==> src/rtl/pulse_timer16.sv <==
module pulse_timer16 #(
  parameter int CW    = 16,
  parameter int TFLAG = 6,
  parameter int SYNC  = 2
) (
  input  logic       clk,
  input  logic       rst_n,
  input  logic       cs,
  input  logic       we,
  input  logic [2:0] addr,
  input  logic [7:0] wdata,
  output logic [7:0] rdata,
  input  logic       cnt_pin,
  output logic       irq_n
);
  localparam int BW = CW / 2;

  logic [CW-1:0] cnt, latch;
  logic [SYNC:0] sync_q;
  logic mode, run, armed, pend, flag, ien;
  logic wr, wr_chi, rd_clo, fall, pulse_hit, hit, clr_req, step;

  assign wr        = cs & we;
  assign wr_chi    = wr & (addr == 3'd1);
  assign rd_clo    = cs & ~we & (addr == 3'd0);
  assign fall      = sync_q[SYNC] & ~sync_q[SYNC-1];
  assign step      = run & (mode ? fall : 1'b1);
  assign pulse_hit = run & mode & armed & fall & (cnt == CW'(1));
  assign hit       = pend | pulse_hit;
  assign clr_req   = wr_chi | rd_clo | (wr & (addr == 3'd5) & wdata[TFLAG]);
  assign irq_n     = ~(flag & ien);

  always_ff @(posedge clk or negedge rst_n)
    if (!rst_n) sync_q <= '1;
    else        sync_q <= {sync_q[SYNC-1:0], cnt_pin};

  always_ff @(posedge clk or negedge rst_n)
    if (!rst_n) begin
      latch <= '0;
      mode  <= 1'b0;
      ien   <= 1'b0;
    end else if (wr) begin
      case (addr)
        3'd0, 3'd2: latch[BW-1:0]  <= wdata;
        3'd1, 3'd3: latch[CW-1:BW] <= wdata;
        3'd4:       mode <= wdata[0];
        3'd6:       ien  <= wdata[TFLAG];
        default: ;
      endcase
    end

  always_ff @(posedge clk or negedge rst_n)
    if (!rst_n) begin
      cnt   <= '0;
      pend  <= 1'b0;
      run   <= 1'b0;
      armed <= 1'b0;
    end else if (wr_chi) begin
      cnt   <= {wdata, latch[BW-1:0]};
      pend  <= 1'b0;
      run   <= 1'b1;
      armed <= 1'b1;
    end else begin
      if (pulse_hit) armed <= 1'b0;
      if (pend) begin
        cnt  <= latch;
        pend <= 1'b0;
      end else if (step) begin
        cnt  <= cnt - CW'(1);
        pend <= ~mode & (cnt == '0);
      end
    end

  always_ff @(posedge clk or negedge rst_n)
    if (!rst_n)        flag <= 1'b0;
    else if (wr_chi)   flag <= 1'b0;
    else if (hit)      flag <= 1'b1;
    else if (clr_req)  flag <= 1'b0;

  always_comb
    case (addr)
      3'd0:    rdata = cnt[BW-1:0];
      3'd1:    rdata = cnt[CW-1:BW];
      3'd2:    rdata = latch[BW-1:0];
      3'd3:    rdata = latch[CW-1:BW];
      3'd4:    rdata = {7'd0, mode};
      3'd5:    rdata = 8'(flag) << TFLAG;
      3'd6:    rdata = 8'(ien) << TFLAG;
      default: rdata = 8'd0;
    endcase
endmodule


==> config.mk <==
export PLATFORM = sky130hd
export DESIGN_NAME = pulse_timer16
export DESIGN_NICKNAME = d
export VERILOG_FILES = /design/src/rtl/pulse_timer16.sv
export SDC_FILE = /design/constraint.sdc
export NUM_CORES = 1
export LEC_CHECK = 0
export BUFFER_PORTS_ARGS = -buffer_cell sky130_fd_sc_hd__clkbuf_2
export CORE_AREA = 5 5 77 79
export CTS_CLUSTER_SIZE = 14
export DETAILED_ROUTE_END_ITERATION = 8
export DIE_AREA = 0 0 82 84
export PLACE_DENSITY = 0.66
export SLEW_MARGIN = 20
export SYNTH_ARGS = -nofsm -noshare
export SYNTH_HDL_FRONTEND = slang
export SYNTH_SLANG_ARGS = --single-unit
export TNS_END_PERCENT = 50
==> constraint.sdc <==
create_clock -name clk -period 4.15 [get_ports clk]
set_input_delay 0.415 -clock clk [delete_from_list [all_inputs] [get_ports clk]]
set_output_delay 0.415 -clock clk [all_outputs]
set_load 0.03 [all_outputs]
After elaboration in Yosys (flattened, before gate mapping)
Index checks and enable logic that the tools add are counted.
W data, S select, Z words.
{"block": "totals", "reg_bits": 41, "in_bits": 16, "output_inout_bits": 9, "elab_cells": 63}
{"block": "classes", "n_addsub": 1, "eq_ne": 7, "muxes": 13, "bitwise_logic": 21, "reduce_logical": 11}
{"op": "$pmux W8 S7", "n": 1}
{"op": "$mux W16", "n": 3}
{"op": "$eq A16 B1 Y1 const B", "n": 1}
{"op": "$logic_not A16 Y1", "n": 1}
{"op": "$sub A16 B1 Y16 const B", "n": 1}
{"op": "$and A1 B1 Y1", "n": 14}
{"op": "$eq A3 B3 Y1 const B", "n": 3}
{"op": "$mux W1", "n": 9}
{"op": "$reduce_and A2 Y1", "n": 4}
{"op": "$eq A3 B2 Y1 const B", "n": 2}
{"op": "$reduce_bool A3 Y1", "n": 2}
{"op": "$not A1 Y1", "n": 4}
{"op": "$reduce_or A2 Y1", "n": 2}
{"op": "$eq A3 B1 Y1 const B", "n": 1}
{"op": "$logic_not A3 Y1", "n": 1}
{"op": "$or A1 B1 Y1", "n": 3}
{"op": "$reduce_bool A2 Y1", "n": 1}

Depth between registers and ports, before layout
Gate-level depths: netlist (run 1).
{"block": "logic_depth", "depth_word": 8, "depth_mapped": 8, "mapped_depth_nobuf": 7}

Least setup slack after synthesis (run 1)
Ideal clock, no wire load.
{"block": "synth_path", "kind": "input to output", "startpoint": "input port addr[2]", "endpoint": "output port rdata[0]", "arrival_ns": 1.758, "t_required_ns": 3.735, "path_slack_ns": 1.977, "stages": 4, "path_buffers": 2, "cell_sequence": "buf_2 -> clkbuf_1 -> mux2i_1 -> o32ai_1"}
{"block": "synth_via", "elab_chain_len": 2, "elab_cells_between_ends": 8, "cone_classes": "6 x eq/ne; 1 x mux; 1 x reduce/logical"}
{"element": "start: declaration", "line_no": "10", "source": "input logic [2:0] addr,"}
{"element": "$eq A3 B3 Y1, or another cell as far along", "line_no": "81", "source": "case (addr)"}
{"element": "$pmux W8 S7 (*)", "line_no": "81"}
{"element": "end: declaration", "line_no": "12", "source": "output logic [7:0] rdata,"}
Every way passes the cells marked *; elsewhere a longest branch is shown, timed or not.

Worst setup path after layout (run 1)
{"block": "layout_path", "startpoint": "input port addr[0]", "endpoint": "register cnt[12]"}
{"block": "layout_via", "elab_chain_len": 3, "elab_cells_between_ends": 4, "cone_classes": "1 x eq/ne; 1 x mux; 1 x bitwise; 1 x reduce/logical"}
{"element": "$eq A3 B1 Y1 (*)", "line_no": "24", "source": "assign wr_chi = wr & (addr == 3'd1);"}
{"element": "$and A1 B1 Y1 (*)", "line_no": "24"}
{"element": "$reduce_bool A3 Y1 (no line) or $mux W16 (tied branches)"}
{"element": "end signal: assignment", "line_no": "59", "source": "cnt <= {wdata, latch[BW-1:0]};"}
{"element": "end signal: assignment", "line_no": "66", "source": "cnt <= latch;"}
{"element": "end signal: assignment", "line_no": "69", "source": "cnt <= cnt - CW'(1);"}
{"element": "end: declaration", "line_no": "18", "source": "logic [CW-1:0] cnt, latch;"}
Marked as above.
A chain may end at the register's enable or synchronous reset.

==> metrics.md, run 1 <==
| Metric | Value |
|---|---|
| Ys Warns | 0 |
| P per Cell Area | 525 mW/mm^2 |
| Crit Path Max Fanout | 18 |
| Via count | 2043 |
| Relative slew slack | 37.4% |
| Area leader, netlist | dfrtp_1 |
| P_leak | 0.00107 uW |
| Setup Fix Bufs, Post-CTS | 0 |
| Crit path launch type | input pin |
| Area Overhead vs Synth | 10.2% |
| Root buffer cell | clkbuf_8 |
| Final worst-path cycle share | 55.3% |
| Share of cells above drive strength 1 | 21.4% |
| Post-synthesis sequential area ratio | 42.9% |
| Clock Sinks | 41 |
| Initial Util | 45.6% |
| Clock latency on the worst-skew pair | 0.30 ns |
| # diodes | 0 |
| Post-synthesis register bit count | 41 |
| Initial antenna violation count | 0 |
| Iteration-0 DRC Markers | 194 |
| Most common cell after layout, fill and taps aside | nand2_1 |
| RePlAce Congestion | 0.829 |
| # hold bufs at CTS | 0 |
| H-tree depth | 2 |
| Worst hold path depth | 1 |
| Hold Crit Class | in2reg |
| Overall die height | 84 um |
| Ys async rst share | 100% |
| Synth area leaders | dfrtp_1, nand2_1, mux4_2, o21ai_0, mux2_2 |
| Syn Area/Cell | 9.60 um^2 |
| F_max | 0.436 GHz |
| Synth Instances | 250 |
| Drc violations | 0 |
| Worst-path clk slew | 0.09 ns |
| WHS | 0.185 ns |
| Total CTS buffers | 5 |
| Cell Area, Synth | 0.00240 mm^2 |
| First-pass GRT wire length | 10900 um |
| Port bufs | 24 |
| Filler cells | 512 |
| Syn Nets | 268 |
| RSZ-0062 raised after global routing | false |
| EDFF count, synth | 0 |
| Floorplan core area | 0.00527 mm^2 |
| DIE WIDTH | 82 um |
| Worst R2R Start | cnt[0] |
| Fin. Hold Viols | 0 |
| FF-to-FF setup slack | 1.88 ns |
| Min-Delay Endpoint | sync_q[0] |
| Synth unique cells | 52 |
| Fin nets | 288 |
| CP Class | in2reg |
| Final Non-Filler Cells | 343 |
| DRT antenna net count | 0 |
| Tightest Pin Transition | 0.939 ns |
| Worst R2R End | cnt[10] |
| Clock Skews | 0.00649 ns |
| GRT Util Overall | 20.4% |
| Initial DRT Pass Iterations | 4 |
| DR WL/cell | 18.4 um |
| Setup TNS | 0 ns |
| Total wire length | 6310 um |
| Post-route setup slack | 1.86 ns |
| Vias per cell | 5.96 |
| VDD IR-drop max | 218 uV |
| GRT overflow | 0 |
| Largest net degree at the start of global routing | 42 |
| # setup viols final | 0 |
| Dpl cells | 335 |
| Post-cts resize count | 0 |
| R2R cell count | 7 |
| Num ports | 25 |
| Clk buf depth | 2 |
| CP endpoint kind | flop |
| Die ar. | 0.00689 mm^2 |
| Pre-CTS worst setup slack | 1.61 ns |
| Main flop type after synthesis | dfrtp_1 |
| CP Data Required Time | 4.32 ns |
| # rows | 27 |
| Commonest cells after routing, fill and taps aside | nand2_1, dfrtp_1, clkbuf_2 |
| DP HPWL | 4510 um |
| Max capacitance violation total | 0 |
| Arrival @ worst endpoint | 2.47 ns |
| Number of global-route vias before repair | 2093 |
| HP Start | cnt_pin |
| Outcome | finished clean |
| Slew Limit Fails | 0 |
| Fin crit period | 2.29 ns |
| CTS tree | built |
| Area share of the largest cell type after synthesis | 39.6% |
[worst max-delay path, cell delays in order]
cell and delay (ns):
clkbuf_2 0.43, and4b_1 0.52, nand2_1 0.38, o21ai_0 0.41, o21ai_0 0.15, o2bb2ai_1 0.15
[area by class of cell]
type	count	area, um^2	share of cell area, %
Clock buffer	6	72.6	2.74
Clock inverter	2	15.0	0.567
Inverter	6	22.5	0.851
Multi-Input combinational cell	192	1300	49.0
Sequential cell	41	1030	38.9
Tap cell	72	90.1	3.40
Timing Repair Buffer	24	120	4.54
[worst max-delay path by stage]
stage,from,endpoint,slack (ns),cells after the start
after floorplan,addr[2],rdata[0],1.98,4
after global placement,addr[0],cnt[12],1.60,6
after detailed placement,addr[0],cnt[12],1.61,6
after CTS,cnt[0],cnt[10],1.91,7
after global routing,cnt[0],cnt[10],1.71,7
final,addr[0],cnt[12],1.86,6
[synth_stat cells (3+ instances only)]
master / instances
a21oi_1: 7
buf_2: 6
clkbuf_1: 4
dfrtp_1: 38
dfstp_2: 3
inv_1: 5
mux2_2: 9
mux2i_1: 3
mux4_2: 7
nand2_1: 48
nand2b_1: 4
nand3_1: 5
nand4_1: 6
nor2_1: 13
nor2b_1: 9
nor3_1: 5
nor4_1: 5
o211ai_1: 4
o21ai_0: 22
xnor2_1: 3
xor2_1: 5
[state kept, by name, indices dropped and copies added, names as in the netlist]
| register | count |
|---|---|
| latch | 16 |
| sync_q | 3 |
| flag | 1 |
| ien | 1 |
| armed | 1 |
| pend | 1 |
| mode | 1 |
| cnt | 16 |
| run | 1 |
[through the flow]
stage / total power (uW) / utilization [%] / instance area [um^2]
CTS: 1390 / 50.2 / 2650
floorplan: 973 / - / 2400
global placement: 1110 / 48.6 / 2560
finish: 1390 / 50.2 / 2650
detailed placement: 1120 / 48.6 / 2560
global route: 1490 / 50.2 / 2650
[logic make-up (layout without fill, tap and decap cells)]
logic type      Yosys count  in the layout  share of synthesized area (%)
flops                    41             41                           42.9
fa+ha+maj                 2              2                           1.04
xor+xnor                  8              8                           2.92
simple gates            110            110                           24.0
compound gates           53             53                           14.0
mux                      19             19                           12.0
buf+inv                  17             38                           3.13
[routing by layer]
| layer | track usage [%] | vias to the layer above | part of all wire, % | routed length [um] |
|---|---|---|---|---|
| met1 | 29.4 | 1011 | 44 | 2780 |
| met2 | 31.7 | 76 | 49 | 3090 |
| met5 | 0 | - | 0 | 0 |
| li1 | - | 950 | - | - |
| met3 | 2.81 | 6 | 5.9 | 371 |
| met4 | 5.74 | 0 | 1.0 | 64 |
[where the power goes]
group	internal, uW	switching (uW)	leakage, uW	total [uW]
clock	119	151	0.0000374	270
sequential	506	154	0.000490	660
combinational	214	245	0.000546	459
total	839	550	0.00107	1390
Note: power is estimated with default switching activity, not from simulation.
==> run 2: changes to the inputs <==
Clock period 4.15 ns to 2.3 ns, I/O delays scaled along.
==> metrics.md, run 2 (same netlist as run 1, synthesis figures left out) <==
| Metric | Value |
|---|---|
| Fin. Hold Viols | 0 (unchanged) |
| DR WL/cell | 17.5 um (was 18.4 um) |
| Min-Delay Endpoint | latch[15] (was sync_q[0]) |
| Setup TNS | 0 ns (unchanged) |
| Fin crit period | 2.05 ns |
| Commonest cells after routing, fill and taps aside | nand2_1, dfrtp_1, clkbuf_2 (unchanged) |
| Num ports | 25 (unchanged) |
| Slew Limit Fails | 0 (unchanged) |
| RePlAce Congestion | 0.915 (was 0.829) |
| Clock latency on the worst-skew pair | 0.30 ns (about the same) |
| Crit Path Max Fanout | 7 (was 18) |
| Hold Crit Class | in2reg (unchanged) |
| # rows | 27 (unchanged) |
| Crit path launch type | flop (was input pin) |
| Comb power frac | 32.9% (was 33.0%) |
| Vias per cell | 5.65 (was 5.96) |
| Reg power frac | 46.2% (was 47.5%) |
| Worst R2R Start | cnt[0] (unchanged) |
| P_leak | 0.00117 uW (was 0.00107 uW) |
| CP endpoint kind | flop (unchanged) |
| Tightest Pin Transition | 0.824 ns (was 0.939 ns) |
| Relative slew slack | 44.5% (was 37.4%) |
| # setup viols final | 0 (unchanged) |
| GRT overflow | 0 (unchanged) |
| Root buffer cell | clkbuf_8 (unchanged) |
| F_max | 0.487 GHz |
| Drc violations | 0 (unchanged) |
| P per Cell Area | 920 mW/mm^2 (was 525 mW/mm^2) |
| First-pass GRT wire length | 10900 um (about the same) |
| Clock Skews | 0.00509 ns (was 0.00649 ns) |
| Share of cells above drive strength 1 | 26.0% (was 21.4%) |
| Largest registers | cnt (16), latch (16), sync_q (3) (unchanged) |
| Internal power | 1590 uW (was 839 uW) |
| Clock Sinks | 41 (unchanged) |
| Floorplan core area | 0.00527 mm^2 (unchanged) |
| Total wire length | 6300 um (was 6310 um) |
| # diodes | 0 (unchanged) |
| Area after DPL | 0.00267 mm^2 (was 0.00256 mm^2) |
| Fin nets | 305 (was 288) |
| DIE WIDTH | 82 um (unchanged) |
| Dpl cells | 350 (was 335) |
| H-tree depth | 2 (unchanged) |
| R2R cell count | 7 (unchanged) |
| CP Data Required Time | 2.48 ns (was 4.32 ns) |
| Final Non-Filler Cells | 360 (was 343) |
| Most common cell after layout, fill and taps aside | nand2_1 (unchanged) |
| CP Class | reg2reg (was in2reg) |
| VDD IR-drop max | 362 uV (was 218 uV) |
| HP Start | wdata[7] (was cnt_pin) |
| Largest net degree at the start of global routing | 24 (was 42) |
| Initial DRT Pass Iterations | 4 (unchanged) |
| Final worst-path cycle share | 89.2% |
| Overall die height | 84 um (unchanged) |
| Arrival @ worst endpoint | 2.23 ns (was 2.47 ns) |
| NetSw | 976 uW (was 550 uW) |
| Post-route cell area | 0.00280 mm^2 (was 0.00265 mm^2) |
| Die ar. | 0.00689 mm^2 (unchanged) |
| Via count | 2034 (was 2043) |
| Total power | 2570 uW (was 1390 uW) |
| Iteration-0 DRC Markers | 158 (was 194) |
| Number of global-route vias before repair | 2124 (was 2093) |
| Initial Util | 45.6% (unchanged) |
| Worst-path clk slew | 0.08 ns (was 0.09 ns) |
| Outcome | finished clean (unchanged) |
| CTS tree | built (unchanged) |
| Total CTS buffers | 5 (unchanged) |
| Port bufs | 24 (unchanged) |
| Max capacitance violation total | 0 (unchanged) |
| RSZ-0062 raised after global routing | false (unchanged) |
| Worst hold path depth | 3 (was 1) |
| DP HPWL | 4770 um (was 4510 um) |
| Area Overhead vs Synth | 16.4% (was 10.2%) |
| Initial antenna violation count | 0 (unchanged) |
| Switching Share | 38.0% (was 39.6%) |
| GRT Util Overall | 20.9% (was 20.4%) |
| DRT antenna net count | 0 (unchanged) |
| Worst R2R End | cnt[10] (unchanged) |
| Clock power frac | 20.9% (was 19.5%) |
| Clk buf depth | 2 (unchanged) |
| FF-to-FF setup slack | 0.25 ns (was 1.88 ns) |
==> run 2: changes by cell type in the layout (fill, tap and decap cells not counted) <==
cell | previous run | this run
clkbuf_8 | 5 | 7
buf_4 | 0 | 15
nor2_1 | 13 | 12
clkbuf_1 | 1 | 0
dlygate4sd3_1 | 0 | 2
clkbuf_2 | 23 | 24
clkinv_2 | 0 | 1
buf_2 | 1 | 0
clkinvlp_4 | 2 | 0
nor2_2 | 1 | 2
==> run 2: cell type report <==
class / count / area (um^2)
sequential: 41 / 1030
fill: 511 / 2470
inverter: 6 / 22.5
timing repair buffer: 41 / 253
multi-input combinational: 192 / 1300
clock buffer: 7 / 96.3
clock inverter: 1 / 5.00
tap: 72 / 90.1
==> run 2: how the worst max path moves through the flow <==
stage | endpoint | slack [ns] | start | depth (start not counted)
floorplan | cnt[10] | 0.41 | cnt[0] | 7
global placement | cnt[10] | 0.26 | cnt[0] | 7
detailed placement | cnt[10] | 0.18 | cnt[0] | 7
CTS | cnt[10] | 0.17 | cnt[0] | 7
global route | cnt[10] | 0.02 | cnt[0] | 7
finish | cnt[10] | 0.25 | cnt[0] | 7
==> run 2: metrics by stage <==
stage,hold WS [ns],utilization [%],setup WS [ns]
after global routing,0.164,53.0,0.0209
after floorplan,-0.0656,-,0.409
final,0.153,53.0,0.248
after global placement,0.0271,50.7,0.261
after CTS,0.153,53.0,0.165
after detailed placement,0.0293,50.7,0.182
==> run 2: what timing repair did <==
item                       in CTS  in global routing
setup endpoints to repair       0                  1
setup buffers                   0                  0
hold endpoints to repair       39                  0
hold buffers                    2                  0
resized for setup               0                  1
==> run 2: worst max-delay path, cell delays in order (launching register included) <==
cell and delay (ns):
dfrtp_1 0.47, inv_1 0.09, ha_1 0.22, or4b_1 0.50, nor2_2 0.20, nor2_1 0.08, a221oi_1 0.24, o21ai_0 0.12
==> run 2: power groups by stage <==
| stage | clock (uW) | sequential (uW) | combinational [uW] |
|---|---|---|---|
| finish | 537 | 1190 | 845 |
| global placement | 0 | 1190 | 834 |
| floorplan | 0 | 1100 | 657 |
| CTS | 539 | 1180 | 849 |
| detailed placement | 0 | 1200 | 845 |
| global route | 575 | 1220 | 955 |
==> run 2: layer usage <==
metal / routed length (um) / track usage, %
met4: 142 / 8.01
met3: 487 / 4.21
met2: 2920 / 31.2
met1: 2750 / 29.4
met5: 0 / 0
==> run 3: changes to the inputs <==
Settings changed: ABC_AREA set to 0, PLACE_DENSITY 0.66 to 0.74.
==> metrics.md, run 3 (same netlist as run 1, synthesis figures left out) <==
| Metric | Value |
|---|---|
| Outcome | finished clean (unchanged) |
| Final worst-path cycle share | 89.1% (was 89.2%) |
| Total wire length | 6190 um (was 6300 um) |
| Arrival @ worst endpoint | 2.23 ns (about the same) |
| Tightest Pin Transition | 0.676 ns (was 0.824 ns) |
| Clock Skews | 0.00809 ns (was 0.00509 ns) |
| Worst-path clk slew | 0.09 ns (was 0.08 ns) |
| Initial DRT Pass Iterations | 4 (unchanged) |
| H-tree depth | 2 (unchanged) |
| CP Data Required Time | 2.48 ns (about the same) |
| Floorplan core area | 0.00527 mm^2 (unchanged) |
| Relative slew slack | 54.4% (was 44.5%) |
| Final Non-Filler Cells | 356 (was 360) |
| Largest net degree at the start of global routing | 24 (unchanged) |
| Clock Sinks | 41 (unchanged) |
| Fin. Hold Viols | 0 (unchanged) |
| Fin nets | 301 (was 305) |
| # rows | 27 (unchanged) |
| Crit Path Max Fanout | 7 (unchanged) |
| P_leak | 0.00117 uW (about the same) |
| Via count | 2051 (was 2034) |
| GRT Util Overall | 19.7% (was 20.9%) |
| Hold Crit Class | in2reg (unchanged) |
| Overall die height | 84 um (unchanged) |
| Root buffer cell | clkbuf_8 (unchanged) |
| Fin util | 53.1% (was 53.0%) |
| Max capacitance violation total | 0 (unchanged) |
| GRT overflow | 0 (unchanged) |
| Drc violations | 0 (unchanged) |
| Initial Util | 45.6% (unchanged) |
| Setup Fix Bufs, Post-CTS | 0 (unchanged) |
| R2R cell count | 7 (unchanged) |
| CTS tree | built (unchanged) |
| Total CTS buffers | 5 (unchanged) |
| VDD IR-drop max | 444 uV (was 362 uV) |
| Port bufs | 24 (unchanged) |
| DIE WIDTH | 82 um (unchanged) |
| RSZ-0062 raised after global routing | false (unchanged) |
| Iteration-0 DRC Markers | 180 (was 158) |
| Crit path launch type | flop (unchanged) |
| RePlAce Congestion | 0.950 (was 0.915) |
| Number of global-route vias before repair | 2003 (was 2124) |
| Clk buf depth | 2 (unchanged) |
| # diodes | 0 (unchanged) |
| CP Class | reg2reg (unchanged) |
| P per Cell Area | 975 mW/mm^2 (was 920 mW/mm^2) |
| Vias per cell | 5.76 (was 5.65) |
| Commonest cells after routing, fill and taps aside | nand2_1, dfrtp_1, clkbuf_2 (unchanged) |
| DR WL/cell | 17.4 um (was 17.5 um) |
| Most common cell after layout, fill and taps aside | nand2_1 (unchanged) |
| Initial antenna violation count | 0 (unchanged) |
| DRT antenna net count | 0 (unchanged) |
| Area Overhead vs Synth | 16.5% (was 16.4%) |
| First-pass GRT wire length | 10300 um (was 10900 um) |
| Setup TNS | 0 ns (unchanged) |
| Fin crit period | 2.05 ns (about the same) |
| DP HPWL | 4580 um (was 4770 um) |
| Worst hold path depth | 3 (unchanged) |
| # setup viols final | 0 (unchanged) |
| Largest registers | cnt (16), latch (16), sync_q (3) (unchanged) |
| Dpl cells | 346 (was 350) |
| Num ports | 25 (unchanged) |
| Die ar. | 0.00689 mm^2 (unchanged) |
| F_max | 0.488 GHz (was 0.487 GHz) |
| CP endpoint kind | flop (unchanged) |
| Share of cells above drive strength 1 | 25.0% (was 26.0%) |
| Slew Limit Fails | 0 (unchanged) |
| Clock latency on the worst-skew pair | 0.30 ns (about the same) |
==> run 3: cell count changes in the layout (fill, tap and decap cells not counted), sizes merged <==
cell and change:
buf -4, bufinv +2, clkbuf -2
==> run 3: timing repair <==
action	in CTS	in global routing
hold buffers	2	0
endpoints found under the hold margin	19	0
resized for setup	0	1
setup endpoints to repair	0	1
==> run 3: final cells by class <==
type / instances / area, um^2
well taps: 72 / 90.1
clock inverters: 3 / 65.1
fillers: 494 / 2470
clock buffers: 5 / 68.8
inverters: 6 / 22.5
multi-input cells: 192 / 1300
repair buffers: 37 / 223
flip-flops and latches: 41 / 1030
==> run 3: per-stage QoR <==
step           setup WS [ns]  instance area [um^2]  power, uW  hold slack (ns)
2_1_floorplan          0.409                  2400       1750          -0.0656
3_3_place_gp           0.266                  2640       2010            0.202
3_5_place_dp           0.215                  2640       2030            0.214
4_1_cts                0.185                  2800       2730            0.153
5_1_grt               0.0729                  2800       2900            0.160
6_report               0.250                  2800       2730            0.163
==> run 3: path summary, 6_finish.rpt <==
| kind | from | slack, ns | endpoint |
|---|---|---|---|
| max | cnt[0] | 0.25 | cnt[10] |
| min | wdata[4] | 0.16 | latch[12] |
| max reg2reg | cnt[0] | 0.25 | cnt[10] |
| min reg2reg | sync_q[0] | 0.36 | sync_q[1] |
| max in group asynchronous | rst_n | 1.13 | sync_q[1] |
| min in group asynchronous | rst_n | 0.43 | mode |
==> run 3: where the power goes <==
group	switching, uW	internal, uW
combinational	439	404
sequential	273	913
clock	266	431
total	979	1750
==> run 3: worst max-delay path, stage by stage (launching register included) <==
cell      delay [ns]
dfrtp_1         0.47
inv_1           0.09
ha_1            0.22
or4b_1          0.50
nor2_2          0.22
nor2_1          0.08
a221oi_1        0.23
o21ai_0         0.12
==> run 3: per-layer routing <==
metal | share of wire, % | wire [um] | vias to the layer above | GRT usage [%]
li1 | - | - | 976 | -
met1 | 45 | 2770 | 999 | 28.1
met2 | 48 | 2950 | 70 | 29.9
met3 | 6.4 | 396 | 6 | 3.46
met4 | 1.3 | 82 | 0 | 6.34
met5 | 0 | 0 | - | 0
